**config.mk**
```make
export PLATFORM = sky130hd
export DESIGN_NAME = dlcal_tuner
export DESIGN_NICKNAME = d
export VERILOG_FILES = /design/src/rtl/dlcal_pkg.sv /design/src/rtl/dlcal_timer.sv /design/src/rtl/dlcal_window.sv /design/src/rtl/dlcal_tuner.sv
export SDC_FILE = /design/constraint.sdc
export NUM_CORES = 1
export LEC_CHECK = 0
export BUFFER_PORTS_ARGS = -buffer_cell sky130_fd_sc_hd__buf_4
export CAP_MARGIN = 20
export CELL_PAD_IN_SITES_DETAIL_PLACEMENT = 1
export CELL_PAD_IN_SITES_GLOBAL_PLACEMENT = 1
export CORE_ASPECT_RATIO = 1.5
export CORE_MARGIN = 5
export CORE_UTILIZATION = 35
export CTS_CLUSTER_DIAMETER = 200
export CTS_CLUSTER_SIZE = 8
export DETAILED_ROUTE_END_ITERATION = 16
export GPL_ROUTABILITY_DRIVEN = 0
export PLACE_DENSITY = 0.65
export SLEW_MARGIN = 20
export SYNTH_ARGS = -nofsm -noshare
export SYNTH_HDL_FRONTEND = slang
export SYNTH_SLANG_ARGS = --single-unit
```
**constraint.sdc**
```tcl
create_clock -name clk -period 2.5 [get_ports clk]
set_input_delay 0.125 -clock clk [delete_from_list [all_inputs] [get_ports clk]]
set_output_delay 0.125 -clock clk [all_outputs]
set_load 0.03 [all_outputs]
```
**src/rtl/dlcal_pkg.sv**
```systemverilog
package dlcal_pkg;
   localparam int WORD_W   = 32;
   localparam int TAP_LSB  = 0;
   localparam int TAP_W    = 4;
   localparam int UNIT_LSB = 8;
   localparam int UNIT_W   = 7;
   localparam int LEN_LSB  = 16;
   localparam int LEN_W    = 12;
   localparam int VLD_BIT  = 31;
   localparam int CTL_W    = 2;

   typedef enum logic [3:0] {
      S_IDLE,
      S_CAL_WR,
      S_CAL_WAIT,
      S_PH_WR,
      S_PH_REL,
      S_PH_TEST,
      S_PH_EVAL,
      S_FIN_REL
   } seq_state_e;

   function automatic logic [TAP_W-1:0] top_bit(input logic [LEN_W-1:0] v);
      logic [TAP_W-1:0] r;
      r = '0;
      for (int i = 0; i < LEN_W; i++) begin
         if (v[i]) r = TAP_W'(i);
      end
      return r;
   endfunction
endpackage

```
**src/rtl/dlcal_timer.sv**
```systemverilog
module dlcal_timer #(
   parameter int PRESC = 100,
   parameter int TICKS = 1000
) (
   input  logic clk,
   input  logic rst_n,
   input  logic clr,
   input  logic run,
   output logic expired
);
   localparam int TW = $clog2(TICKS + 1);

   logic          tick;
   logic [TW-1:0] cnt;

   if (PRESC < 1) begin : g_bad_presc
      $error("PRESC must be at least 1");
   end

   generate
      if (PRESC == 1) begin : g_direct
         assign tick = run;
      end else begin : g_div
         localparam int PW = $clog2(PRESC);
         logic [PW-1:0] pc;
         always_ff @(posedge clk or negedge rst_n) begin
            if (!rst_n)     pc <= '0;
            else if (clr)   pc <= '0;
            else if (run)   pc <= (pc == PW'(PRESC - 1)) ? '0 : pc + PW'(1);
         end
         assign tick = run && (pc == PW'(PRESC - 1));
      end
   endgenerate

   always_ff @(posedge clk or negedge rst_n) begin
      if (!rst_n)                          cnt <= '0;
      else if (clr)                        cnt <= '0;
      else if (tick && cnt != TW'(TICKS))  cnt <= cnt + TW'(1);
   end

   assign expired = (cnt == TW'(TICKS));
endmodule

```
**src/rtl/dlcal_window.sv**
```systemverilog
module dlcal_window #(
   parameter int PH_W = 4
) (
   input  logic            clk,
   input  logic            rst_n,
   input  logic            clr,
   input  logic            upd,
   input  logic            pass,
   input  logic [PH_W-1:0] phase,
   output logic [PH_W:0]   best_len,
   output logic [PH_W-1:0] best_end
);
   logic [PH_W:0] cur_len;
   logic [PH_W:0] cur_nxt;

   assign cur_nxt = cur_len + (PH_W+1)'(1);

   always_ff @(posedge clk or negedge rst_n) begin
      if (!rst_n) begin
         cur_len  <= '0;
         best_len <= '0;
         best_end <= '0;
      end else if (clr) begin
         cur_len  <= '0;
         best_len <= '0;
         best_end <= '0;
      end else if (upd) begin
         if (!pass) begin
            cur_len <= '0;
         end else begin
            cur_len <= cur_nxt;
            if (cur_nxt > best_len) begin
               best_len <= cur_nxt;
               best_end <= phase;
            end
         end
      end
   end
endmodule

```
**src/rtl/dlcal_tuner.sv**
```systemverilog
module dlcal_tuner
   import dlcal_pkg::*;
#(
   parameter int NB_CELLS  = 11,
   parameter int UNIT_MAX  = 127,
   parameter int PRESC     = 100,
   parameter int TMO_TICKS = 1000
) (
   input  logic              clk,
   input  logic              rst_n,
   input  logic              start,
   output logic [WORD_W-1:0] dl_cfg,
   output logic [CTL_W-1:0]  dl_ctl,
   output logic              dl_wr,
   input  logic [WORD_W-1:0] dl_stat,
   output logic              probe_req,
   input  logic              probe_ack,
   input  logic              probe_pass,
   output logic              done,
   output logic              err
);
   localparam int CAL_TAP = NB_CELLS + 1;
   localparam int LEN_LIM = 1 << NB_CELLS;
   localparam logic [WORD_W-1:0] FIELD_MASK =
      (((WORD_W)'(1) << LEN_W) - 1) << LEN_LSB | (WORD_W)'(1) << VLD_BIT;

   if (CAL_TAP >= (1 << TAP_W)) begin : g_bad_tap
      $error("NB_CELLS+1 does not fit the tap field");
   end
   if (UNIT_MAX >= (1 << UNIT_W)) begin : g_bad_unit
      $error("UNIT_MAX does not fit the unit field");
   end
   if (NB_CELLS >= LEN_W) begin : g_bad_len
      $error("NB_CELLS must be below the length width");
   end

   seq_state_e        st;
   logic [UNIT_W-1:0] unit_q;
   logic [TAP_W-1:0]  tap_q;
   logic [TAP_W-1:0]  max_q;
   logic [TAP_W-1:0]  ph_q;
   logic              en_q, smp_q, wr_q, req_q, done_q, err_q;

   logic [LEN_W-1:0]  len_in;
   logic              vld_in, len_ok, seen, accept, give_up, expired;
   logic [TAP_W:0]    best_len;
   logic [TAP_W-1:0]  best_end;
   logic              stat_unused;

   assign len_in      = dl_stat[LEN_LSB +: LEN_W];
   assign vld_in      = dl_stat[VLD_BIT];
   assign stat_unused = ^(dl_stat & ~FIELD_MASK);
   assign len_ok      = (len_in != '0) && (len_in < LEN_W'(LEN_LIM));
   assign seen        = vld_in && !wr_q;
   assign accept      = seen && len_ok;
   assign give_up     = (seen && !len_ok) || (!seen && expired);

   dlcal_timer #(.PRESC(PRESC), .TICKS(TMO_TICKS)) u_timer (
      .clk     (clk),
      .rst_n   (rst_n),
      .clr     (st == S_CAL_WR),
      .run     (st == S_CAL_WAIT),
      .expired (expired)
   );

   dlcal_window #(.PH_W(TAP_W)) u_window (
      .clk      (clk),
      .rst_n    (rst_n),
      .clr      (st == S_CAL_WR),
      .upd      ((st == S_PH_TEST) && probe_ack),
      .pass     (probe_pass),
      .phase    (ph_q),
      .best_len (best_len),
      .best_end (best_end)
   );

   always_ff @(posedge clk or negedge rst_n) begin
      if (!rst_n) begin
         st     <= S_IDLE;
         unit_q <= '0;
         tap_q  <= '0;
         max_q  <= '0;
         ph_q   <= '0;
         en_q   <= 1'b0;
         smp_q  <= 1'b0;
         wr_q   <= 1'b0;
         req_q  <= 1'b0;
         done_q <= 1'b0;
         err_q  <= 1'b0;
      end else begin
         wr_q   <= 1'b0;
         done_q <= 1'b0;
         err_q  <= 1'b0;
         case (st)
            S_IDLE: begin
               if (start) begin
                  unit_q <= '0;
                  st     <= S_CAL_WR;
               end
            end
            S_CAL_WR: begin
               en_q  <= 1'b1;
               smp_q <= 1'b1;
               tap_q <= TAP_W'(CAL_TAP);
               wr_q  <= 1'b1;
               st    <= S_CAL_WAIT;
            end
            S_CAL_WAIT: begin
               if (accept) begin
                  max_q <= top_bit(len_in);
                  ph_q  <= '0;
                  st    <= S_PH_WR;
               end else if (give_up) begin
                  if (unit_q == UNIT_W'(UNIT_MAX)) begin
                     err_q <= 1'b1;
                     en_q  <= 1'b0;
                     smp_q <= 1'b0;
                     st    <= S_IDLE;
                  end else begin
                     unit_q <= unit_q + UNIT_W'(1);
                     st     <= S_CAL_WR;
                  end
               end
            end
            S_PH_WR: begin
               en_q  <= 1'b1;
               smp_q <= 1'b1;
               tap_q <= ph_q;
               wr_q  <= 1'b1;
               st    <= S_PH_REL;
            end
            S_PH_REL: begin
               smp_q <= 1'b0;
               req_q <= 1'b1;
               st    <= S_PH_TEST;
            end
            S_PH_TEST: begin
               if (probe_ack) begin
                  req_q <= 1'b0;
                  if (ph_q == max_q) begin
                     st <= S_PH_EVAL;
                  end else begin
                     ph_q <= ph_q + TAP_W'(1);
                     st   <= S_PH_WR;
                  end
               end
            end
            S_PH_EVAL: begin
               if (best_len == '0) begin
                  err_q <= 1'b1;
                  en_q  <= 1'b0;
                  smp_q <= 1'b0;
                  st    <= S_IDLE;
               end else begin
                  tap_q <= best_end - TAP_W'(best_len >> 1);
                  smp_q <= 1'b1;
                  wr_q  <= 1'b1;
                  st    <= S_FIN_REL;
               end
            end
            S_FIN_REL: begin
               smp_q  <= 1'b0;
               done_q <= 1'b1;
               st     <= S_IDLE;
            end
            default: st <= S_IDLE;
         endcase
      end
   end

   always_comb begin
      dl_cfg = '0;
      dl_cfg[TAP_LSB +: TAP_W]   = tap_q;
      dl_cfg[UNIT_LSB +: UNIT_W] = unit_q;
   end

   assign dl_ctl    = {smp_q, en_q};
   assign dl_wr     = wr_q;
   assign probe_req = req_q;
   assign done      = done_q;
   assign err       = err_q;
endmodule

```
==> metrics.txt <==
syn_area_per_cell=9.291 um2; Seq/Total Area, Yosys=41.27%; met3 routed WL=209 um; XOR/XNOR Fraction of Synth Area=5.142%; grt total ovfl=0; vias=2,921; CP Max Fanout=7; area share of and/or/nand/nor cells after synthesis=21.93%; VDD IR max=0.0005282 V; RSZ-0062 raised after global routing=no; PortBufs=34; power per cell area=975.0 nW/um2; Core ar.=10,080 um2; Clock Pin Slew Worst Setup and Hold Paths=50 ps; DRT iter0 DRCs=121; synth warn=0; Reg area=1476 um2; WP data required=around 2800 ps; Syn Std Cell Area=3577 um2; CTS tree=built; Pleak=1.975 nW; dpl cell area=3908 um2; Design Power=~4.1 mW; Synth cell types=64; Critical Path Sink Type=flip-flop; H-tree level count=3; max_slew headroom=46.62%; Layout Skew=4.626 ps; # Max-Cap Violations=0; CTS Buffer Depth=2; antenna violations before repair=0; Setup Crit Path Kind=flip-flop to flip-flop; first-pass GRT wire length=15,240 um; sum of negative setup slack=0 ps; Die X-Extent=~93 um; vias in the first global route=about 3.1k; compound-cell area share of the yosys netlist=around 14%; flops & latches, synth=59; Die Area=12,380 um2; Pre-antenna DRT Iters=4; final hold violations=0; outcome=complete, no violations; Hold Crit Class=primary input to flip-flop; Post-Syn Instances=385; largest family of logic cells by synthesized area=simple AND/OR/NAND/NOR gates; top routing layer used=met4; Num CTS Buffers=9; combinational share of power=39.8%; CP Cell Sequence=ha_1, nand3_1, xor2_1, inv_1, ha_1, mux2i_1, a211o_1, buf_4, mux2i_1; crit path launch type=flip-flop; Top FF cell, synth=dfrtp_1; post-synthesis mux area share=3.148%; drc violations=0; Hold-fix buffers, CTS=1; layout cell share with drive strength beyond 1=roughly 16%; antenna-violating nets left=0; minimum clock period=2233 ps; sequential share of power=between 30% and 40%; ant diodes=0; Clk pwr share=26.9%; Slew @ Worst Pin=800.7 ps; # fillers=1,196; setup ws final=266.7 ps; # setup viols final=0; starting density of the core=35.49%; post-synthesis adder-cell area fraction=5.456%; Multi-input gate area=1857 um2; WL met2=~5200 um; sw frac=approximately two fifths; Metal-1 WL=3731 um; total global-route track usage=between 10% and 20%; slowest stage delay, CP=around 400 ps; R2R depth=9; max frequency=447.8 MHz; Routed WL per cell=roughly 17 um; fin. max-slew vios=0; CTS sink cnt=about 60; clk_lat worst skew=330 ps; WP data arrival=2480 ps; Post-CTS Setup Inserts=0; Hold Path Depth=2; Synth-to-Final Area Change=16.51%; IO Count=between 70 and 80; share of flip-flops with an asynchronous set or reset=100.0%; Slowest-stage cell, CP=dfrtp_1; pre-CTS setup slack=315.5 ps; Design Area, Final=4168 um2; Internal Power=2.427 mW; CTS root buffer=clkbuf_16; Die Ht=133.8 um; vias per cell=between 5 and 6; post-CTS sizing=0; final period utilization=between 80 and 90%; routed wire length=9269 um; std cell rows=45; Post-synth EDFFs=0; nets@finish=479; largest net degree at the start of global routing=60; post-DP HPWL=6874 um; switching power=roughly 1.6 mW
per-layer routing:
metal	vias up	global-route usage, %
met3	12	2.918
met2	31	28.74
met4	0	6.612
li1	1411	-
met1	1467	17.71
met5	-	0
through the flow:
step,instances,hold slack (ps),util (%)
global placement,532,263.6,38.77
floorplan,405,-170.6,-
CTS,546,24.43,41.35
finish,546,34.58,41.35
detailed placement,532,273.1,38.77
global route,546,37.57,41.35
state kept, by name (all words and copies together) (netlist names), 3 cells and up:
name,flops
u_window.best_end,4
ph_q,4
tap_q,4
u_timer.g_div.pc,7
unit_q,7
u_window.best_len,5
st,3
max_q,4
u_timer.cnt,10
u_window.cur_len,5
synth_stat cells (all sizes together), types with 3 or more instances:
cell / n / area share (%)
nand3: 22 / 3.2
nor4: 5 / 2.1
o211ai: 3 / 0.63
nand2b: 6 / 1.0
nand4: 9 / 2.0
xor2: 15 / 3.7
ha: 14 / 4.9
xnor2: 6 / 1.5
o21ai: 25 / 3.5
nor2: 33 / 3.5
nor3: 4 / 0.70
mux2i: 9 / 2.5
o221ai: 3 / 0.73
or4: 4 / 0.84
inv: 22 / 2.3
a21oi: 15 / 2.1
clkbuf: 5 / 0.52
nand2: 39 / 4.1
dfrtp: 59 / 41
and3: 6 / 1.0
a31oi: 7 / 1.2
buf: 31 / 6.1
area by class of cell:
class | instances | area share, %
Clock buffer | 13 | 6.004
Inverter | 22 | 1.981
Multi-Input combinational cell | 288 | 44.55
Sequential cell | 59 | 35.42
Tap cell | 117 | 3.512
Timing Repair Buffer | 47 | 8.526
final timing paths:
check	start	end	slack [ps]
max	u_window.cur_len[1]$_DFFE_PN0P_	u_window.best_len[4]$_DFFE_PN0P_	270
min	dl_stat[26]	max_q[0]$_DFFE_PN0P_	30
max reg2reg	u_window.cur_len[1]$_DFFE_PN0P_	u_window.best_len[4]$_DFFE_PN0P_	270
min reg2reg	tap_q[0]$_DFFE_PN0P_	tap_q[0]$_DFFE_PN0P_	500
max in group asynchronous	rst_n	done$_DFF_PN0_	1550
min in group asynchronous	rst_n	u_timer.cnt[5]$_DFFE_PN0P_	430
power by group through the flow:
stage | sequential (mW) | combinational (mW) | clock [mW]
after floorplan | 1.47 | 0.975 | 0
after global placement | 1.36 | 1.59 | 0
after detailed placement | 1.37 | 1.63 | 0
after CTS | 1.36 | 1.64 | 1.12
after global routing | 1.39 | 1.79 | 1.18
final | 1.35 | 1.62 | 1.09
cell families (layout without fill, tap and decap cells):
logic type | count (synthesis) | count (layout)
AO/OA/AOI/OAI | 77 | 77
multiplexers | 11 | 11
AND/OR/NAND/NOR | 143 | 143
flip-flops | 59 | 59
buffers and inverters | 58 | 82
XOR/XNOR | 21 | 21
other | 1 | 21
adder cells (fa/ha/maj) | 15 | 15
critical path, delay by kind of cell, from the launching register on:
kind	cells	cell delay, ps
fa+ha+maj	2	530
mux	2	420
flops	1	400
buf+inv	2	280
xor+xnor	1	210
compound gates	1	200
simple gates	1	110
cells in the final DEF (no fill, tap or decap), types with 3 or more instances in the layout:
| master | synthesis | final |
|---|---|---|
| a21oi_1 | 15 | 15 |
| a31oi_1 | 7 | 7 |
| and3_1 | 6 | 6 |
| buf_4 | 23 | 46 |
| clkbuf_1 | 5 | 3 |
| clkbuf_16 | 0 | 9 |
| conb_1 | 1 | 21 |
| dfrtp_1 | 59 | 59 |
| ha_1 | 14 | 14 |
| inv_1 | 22 | 22 |
| mux2i_1 | 9 | 9 |
| nand2_1 | 39 | 39 |
| nand2b_1 | 6 | 6 |
| nand3_1 | 21 | 21 |
| nand4_1 | 8 | 8 |
| nor2_1 | 33 | 33 |
| nor3_1 | 3 | 3 |
| o211ai_1 | 3 | 3 |
| o21ai_0 | 24 | 24 |
| o221ai_1 | 3 | 3 |
| or4_1 | 4 | 4 |
| xnor2_1 | 6 | 6 |
| xor2_1 | 15 | 15 |
No activity file was read; power rests on OpenSTA's default activity.
